[src/rtl/clamp_pkg.sv]
package clamp_pkg;

    typedef enum logic [1:0] {
        ST_IDLE  = 2'd0,
        ST_DELAY = 2'd1,
        ST_CLAMP = 2'd2
    } clamp_st_e;

endpackage

[src/rtl/clamp_sync.sv]
module clamp_sync #(
    parameter int STAGES = 2
) (
    input  logic clk,
    input  logic rst_n,
    input  logic async_in,
    output logic trail_out
);
    localparam int LAST = STAGES;

    logic [LAST:0] chain;

    always_ff @(posedge clk) begin
        if (!rst_n) chain <= '0;
        else        chain <= {chain[LAST-1:0], async_in};
    end

    // falling edge seen between the last synchronizer stage and the edge register
    assign trail_out = chain[LAST] & ~chain[LAST-1];

endmodule

[src/rtl/clamp_place_fix.sv]
module clamp_place_fix #(
    parameter int W = 8
) (
    input  logic [W-1:0] place_raw,
    output logic [W-1:0] place_eff,
    output logic         place_bad
);
    localparam logic [W-1:0] MIN_OK = W'(3);

    always_comb begin
        place_bad = ($countones(place_raw) < 2);
        if (place_raw < MIN_OK)  place_eff = MIN_OK;
        else if (place_bad)      place_eff = place_raw + 1'b1;
        else                     place_eff = place_raw;
    end

endmodule

[src/rtl/clamp_fsm.sv]
module clamp_fsm
    import clamp_pkg::*;
#(
    parameter int W = 8
) (
    input  logic         clk,
    input  logic         rst_n,
    input  logic         trail,
    input  logic [W-1:0] place_eff,
    input  logic         place_bad,
    input  logic [W-1:0] dur_cfg,
    input  logic         ext_sel,
    output logic         clamp_int,
    output logic         err_flag
);
    localparam logic [W-1:0] ZERO = '0;

    clamp_st_e st, st_nxt;
    logic [W-1:0] cnt;
    logic [W-1:0] dur_q;

    // next state
    always_comb begin
        st_nxt = st;
        if (trail) begin
            st_nxt = (dur_cfg != ZERO) ? ST_DELAY : ST_IDLE;     // TR_START / TR_SKIP
        end else begin
            unique case (st)
                ST_IDLE:  st_nxt = ST_IDLE;
                ST_DELAY: if (cnt == ZERO) st_nxt = ST_CLAMP;    // TR_FIRE
                ST_CLAMP: if (cnt == ZERO) st_nxt = ST_IDLE;     // TR_DONE
                default:  st_nxt = ST_IDLE;
            endcase
        end
    end

    // state register and counters
    always_ff @(posedge clk) begin
        if (!rst_n) begin
            st       <= ST_IDLE;
            cnt      <= '0;
            dur_q    <= '0;
            err_flag <= 1'b0;
        end else begin
            st <= st_nxt;
            if (trail) begin
                cnt   <= place_eff - 1'b1;
                dur_q <= dur_cfg;
                if (place_bad && !ext_sel) err_flag <= 1'b1;
            end else begin
                unique case (st)
                    ST_IDLE:  cnt <= cnt;
                    ST_DELAY: cnt <= (cnt == ZERO) ? dur_q - 1'b1 : cnt - 1'b1;
                    ST_CLAMP: if (cnt != ZERO) cnt <= cnt - 1'b1;
                    default:  cnt <= '0;
                endcase
            end
        end
    end

    // outputs
    always_comb begin
        clamp_int = (st == ST_CLAMP);
    end

endmodule

[src/rtl/clamp_gen.sv]
module clamp_gen #(
    parameter int W          = 8,
    parameter int SYNC_DEPTH = 2
) (
    input  logic         clk,
    input  logic         rst_n,
    input  logic         hsync_in,
    input  logic [W-1:0] place_cfg,
    input  logic [W-1:0] dur_cfg,
    input  logic         ext_sel,
    input  logic         ext_clamp,
    output logic         clamp_out,
    output logic         place_err
);
    logic         trail;
    logic [W-1:0] place_eff;
    logic         place_bad;
    logic         clamp_int;

    clamp_sync #(.STAGES(SYNC_DEPTH)) u_sync (
        .clk       (clk),
        .rst_n     (rst_n),
        .async_in  (hsync_in),
        .trail_out (trail)
    );

    clamp_place_fix #(.W(W)) u_fix (
        .place_raw (place_cfg),
        .place_eff (place_eff),
        .place_bad (place_bad)
    );

    clamp_fsm #(.W(W)) u_fsm (
        .clk       (clk),
        .rst_n     (rst_n),
        .trail     (trail),
        .place_eff (place_eff),
        .place_bad (place_bad),
        .dur_cfg   (dur_cfg),
        .ext_sel   (ext_sel),
        .clamp_int (clamp_int),
        .err_flag  (place_err)
    );

    assign clamp_out = ext_sel ? ext_clamp : clamp_int;

endmodule

[config.mk]
export PLATFORM = sky130hd
export DESIGN_NAME = clamp_gen
export DESIGN_NICKNAME = d
export VERILOG_FILES = /design/src/rtl/clamp_pkg.sv /design/src/rtl/clamp_sync.sv /design/src/rtl/clamp_place_fix.sv /design/src/rtl/clamp_fsm.sv /design/src/rtl/clamp_gen.sv
export SDC_FILE = /design/constraint.sdc
export NUM_CORES = 1
export LEC_CHECK = 0
export CORE_ASPECT_RATIO = 0.5
export CORE_MARGIN = 2
export CORE_UTILIZATION = 51
export DETAILED_ROUTE_END_ITERATION = 16
export PLACE_DENSITY = 0.84
export SYNTH_ARGS = -nofsm -noshare
export SYNTH_HDL_FRONTEND = slang
export SYNTH_SLANG_ARGS = --single-unit
[constraint.sdc]
create_clock -name clk -period 3.8 [get_ports clk]
set_input_delay 0.38 -clock clk [delete_from_list [all_inputs] [get_ports clk]]
set_output_delay 0.38 -clock clk [all_outputs]
set_load 0.005 [all_outputs]
==> impl_metrics.json <==
{
  "vias_per_cell": 5.87,
  "worst_setup_path_start_kind": "input pin",
  "coreArea_um2": 3840,
  "syn_inst": 254,
  "gp_congestion": 0.957,
  "synth_edf_count": 0,
  "synth_top_flop_cell": "dfxtp_1",
  "min_to": "u_sync.chain[1]$_SDFF_PN0_",
  "syn_avg_cell_area_um2": 7.89,
  "min_from": "u_sync.chain[0]$_SDFF_PN0_",
  "synth_seq_cells": 22,
  "setup-violations-final": 2,
  "crit_arrival_ns": 3.98,
  "syn_area_um2": 2000,
  "fin_cells": 358,
  "wl_per_cell_um": 14.9,
  "synthTopCellsByArea": "dfxtp_1, ha_1, nand2_1",
  "power_density_nw_per_um2": 321,
  "final_common_cell": "buf_4",
  "peakVddDrop_uv": 184,
  "rr_worst_depth": 6,
  "root_buffer": "clkbuf_8",
  "h-tree-depth": 1,
  "place_area_um2": 2500,
  "rrSetupSlack_ns": 1.78,
  "antenna_found_initial": 0,
  "hold_violations": 0,
  "ant_nets": 0,
  "syn_to_final_growth_pct": 33.0,
  "rr_endpoint": "u_fsm.cnt[4]$_SDFFE_PN0P_",
  "dieArea_um2": 4480,
  "dp_cells": 349,
  "synth_compound_area_share_pct": 21.0,
  "cts_hold_buffers": 0,
  "post-route-util_pct": 69.3,
  "clk_latency_ns": 0.27,
  "min_path_cells": 1,
  "cts.sinks": 22,
  "vias": 2101,
  "fin_worst_skew_ns": 0.000944,
  "synth_top_family_by_area": "simple AND/OR/NAND/NOR gates",
  "numPortBuffers": 22,
  "cp-end-kind": "register",
  "antennaDiodeCount": 0,
  "yosysUniqueCellTypes": 55,
  "std_cell_rows": 16,
  "drc": 0,
  "crit_type": "in -> reg",
  "synthAdderAreaFrac_pct": 14.6,
  "timing.rr.start": "u_fsm.cnt[2]$_SDFFE_PN0P_",
  "overflow": 0,
  "drtIter0Drc": 224,
  "routed_wl_um": 5330,
  "synthDominantCellAreaShare_pct": 22.0,
  "fmax_mhz": 261,
  "synth_nets": 296,
  "violations": "setup timing",
  "rsz0062_at_grt": "yes",
  "tightest_slew_ns": 0.692,
  "clk_pin_slew_ns": 0.08,
  "grt_use_total_pct": 24.4,
  "cp_max_fo": 4,
  "muxShareOfSynthArea_pct": 1.50,
  "clock_path_buffers": 2,
  "yosys.area.top_type": "dfxtp_1",
  "first_global_vias": 1990,
  "ys_warn_count": 0,
  "stdcell_area_um2": 2670,
  "grt_pass1_wl_um": 8840,
  "drive_gt1_share_pct": 25.7,
  "cts_tree": "built",
  "postSynth.asyncResetShare_pct": 0,
  "die_width_um": 92.7,
  "mostFrequentLayoutCells": "buf_4, nand2_1, dfxtp_1",
  "holdCritPathClass": "reg -> reg",
  "initial_utilization_pct": 52.1,
  "ys_seq_area_share_pct": 22.0,
  "drt-pass1-iter-count": 5,
  "cp.required_ns": 3.95,
  "fin_hold_ws_ns": 0.447,
  "cts_buffers": 3,
  "yosys.area_share.simple_pct": 25.6,
  "grt_max_degree": 24,
  "layout_min_cycle_time_ns": 3.83,
  "maxCapViolations": 0,
  "synth_xor_area_share_pct": 8.30,
  "dpl.hpwl_um": 4180,
  "die_h_um": 48.3,
  "nNetsFinal": 347,
  "timing.final.ws_setup_ns": -0.0261,
  "min_period_over_period_pct": 101,
  "num_io_pins": 23,
  "outcome": "finished with violations",
  "leakage_nw": 1.08,
  "maxSlewViolCount": 0,
  "slew_headroom_pct": 53.7
}
[cells by family (layout without fill, tap and decap cells)]
logic type                 count (synthesis)  in the layout
and+or+nand+nor                           96             96
muxes                                      3              3
buffers and inverters                     35             85
AOI/OAI and AO/OA                         58             58
xor gates and xnor gates                  19             19
adders and majority gates                 21             21
DFF                                       22             22
[what timing repair did]
action | CTS | global route
gates cloned | 0 | 0
hold endpoints to repair | 0 | 0
pin swaps | 16 | 14
setup buffers | 5 | 2
endpoints found under the setup margin | 8 | 6
resized for setup | 45 | 10
[cell usage after synthesis, types with 6 or more instances]
master,n
xor2_1,7
a21boi_0,8
nor2_1,14
nor4_1,7
xnor2_1,12
nor3_1,15
dfxtp_1,22
a21oi_1,6
nand2_1,28
and2_1,7
inv_1,26
ha_1,17
o21ai_0,10
clkbuf_1,6
[how the worst max path moves through the flow]
stage / from / endpoint / slack [ns] / depth (start not counted)
3_5_place_dp: place_cfg[2] / u_fsm.cnt[4]$_SDFFE_PN0P_ / -0.94 / 20
5_1_grt: place_cfg[4] / u_fsm.cnt[6]$_SDFFE_PN0P_ / -0.21 / 19
3_3_place_gp: place_cfg[2] / u_fsm.cnt[4]$_SDFFE_PN0P_ / -0.72 / 20
4_1_cts: place_cfg[5] / u_fsm.cnt[4]$_SDFFE_PN0P_ / -0.07 / 19
2_1_floorplan: place_cfg[4] / u_fsm.cnt[4]$_SDFFE_PN0P_ / -0.11 / 18
6_report: place_cfg[4] / u_fsm.cnt[6]$_SDFFE_PN0P_ / -0.03 / 19
[metal layers]
metal  wire [um]  track usage [%]  part of all wire, %
met1        2120             29.1                   40
met2        2740             45.1                   51
met3         344             4.36                  6.4
met4         126             7.35                  2.4
met5           0                0                    0
[per-stage QoR]
step	power [W]	setup TNS [ns]	setup WS [ns]
after floorplan	0.000482	-0.155	-0.112
after global placement	0.000602	-4.60	-0.718
after detailed placement	0.000620	-5.96	-0.937
after CTS	0.000830	-0.119	-0.0681
after global routing	0.000912	-0.399	-0.206
final	0.000854	-0.0386	-0.0261
[worst max-delay path: stages]
cell      delay, ns
buf_8          0.08
ha_4           0.13
inv_4          0.04
fa_1           0.54
inv_2          0.04
fa_1           0.50
ha_2           0.17
inv_2          0.03
fa_2           0.53
nand3b_1       0.17
xnor2_1        0.17
nor2_1         0.17
ha_2           0.22
inv_2          0.04
a211oi_2       0.20
a41oi_2        0.08
a21oi_2        0.16
mux2i_1        0.22
a21oi_1        0.10
[report_power, final]
group          switching (W)  total [W]  internal, W
Sequential         0.0000108   0.000249     0.000239
Combinational       0.000207   0.000435     0.000228
Clock              0.0000774   0.000170    0.0000925
[registers in the layout, indices dropped and copies added, names as in the netlist]
name / cells
u_fsm.st: 2
u_sync.chain: 3
u_fsm.dur_q: 8
u_fsm.cnt: 8
u_fsm.err_flag: 1
[cell type report]
class	count	area [um^2]
Multi-Input combinational cell	197	1530
Timing Repair Buffer	55	472
Tap cell	54	67.6
Inverter	26	100
Clock buffer	4	55.1
Fill cell	288	1180
Sequential cell	22	440
(Power assumes the default switching activity.)
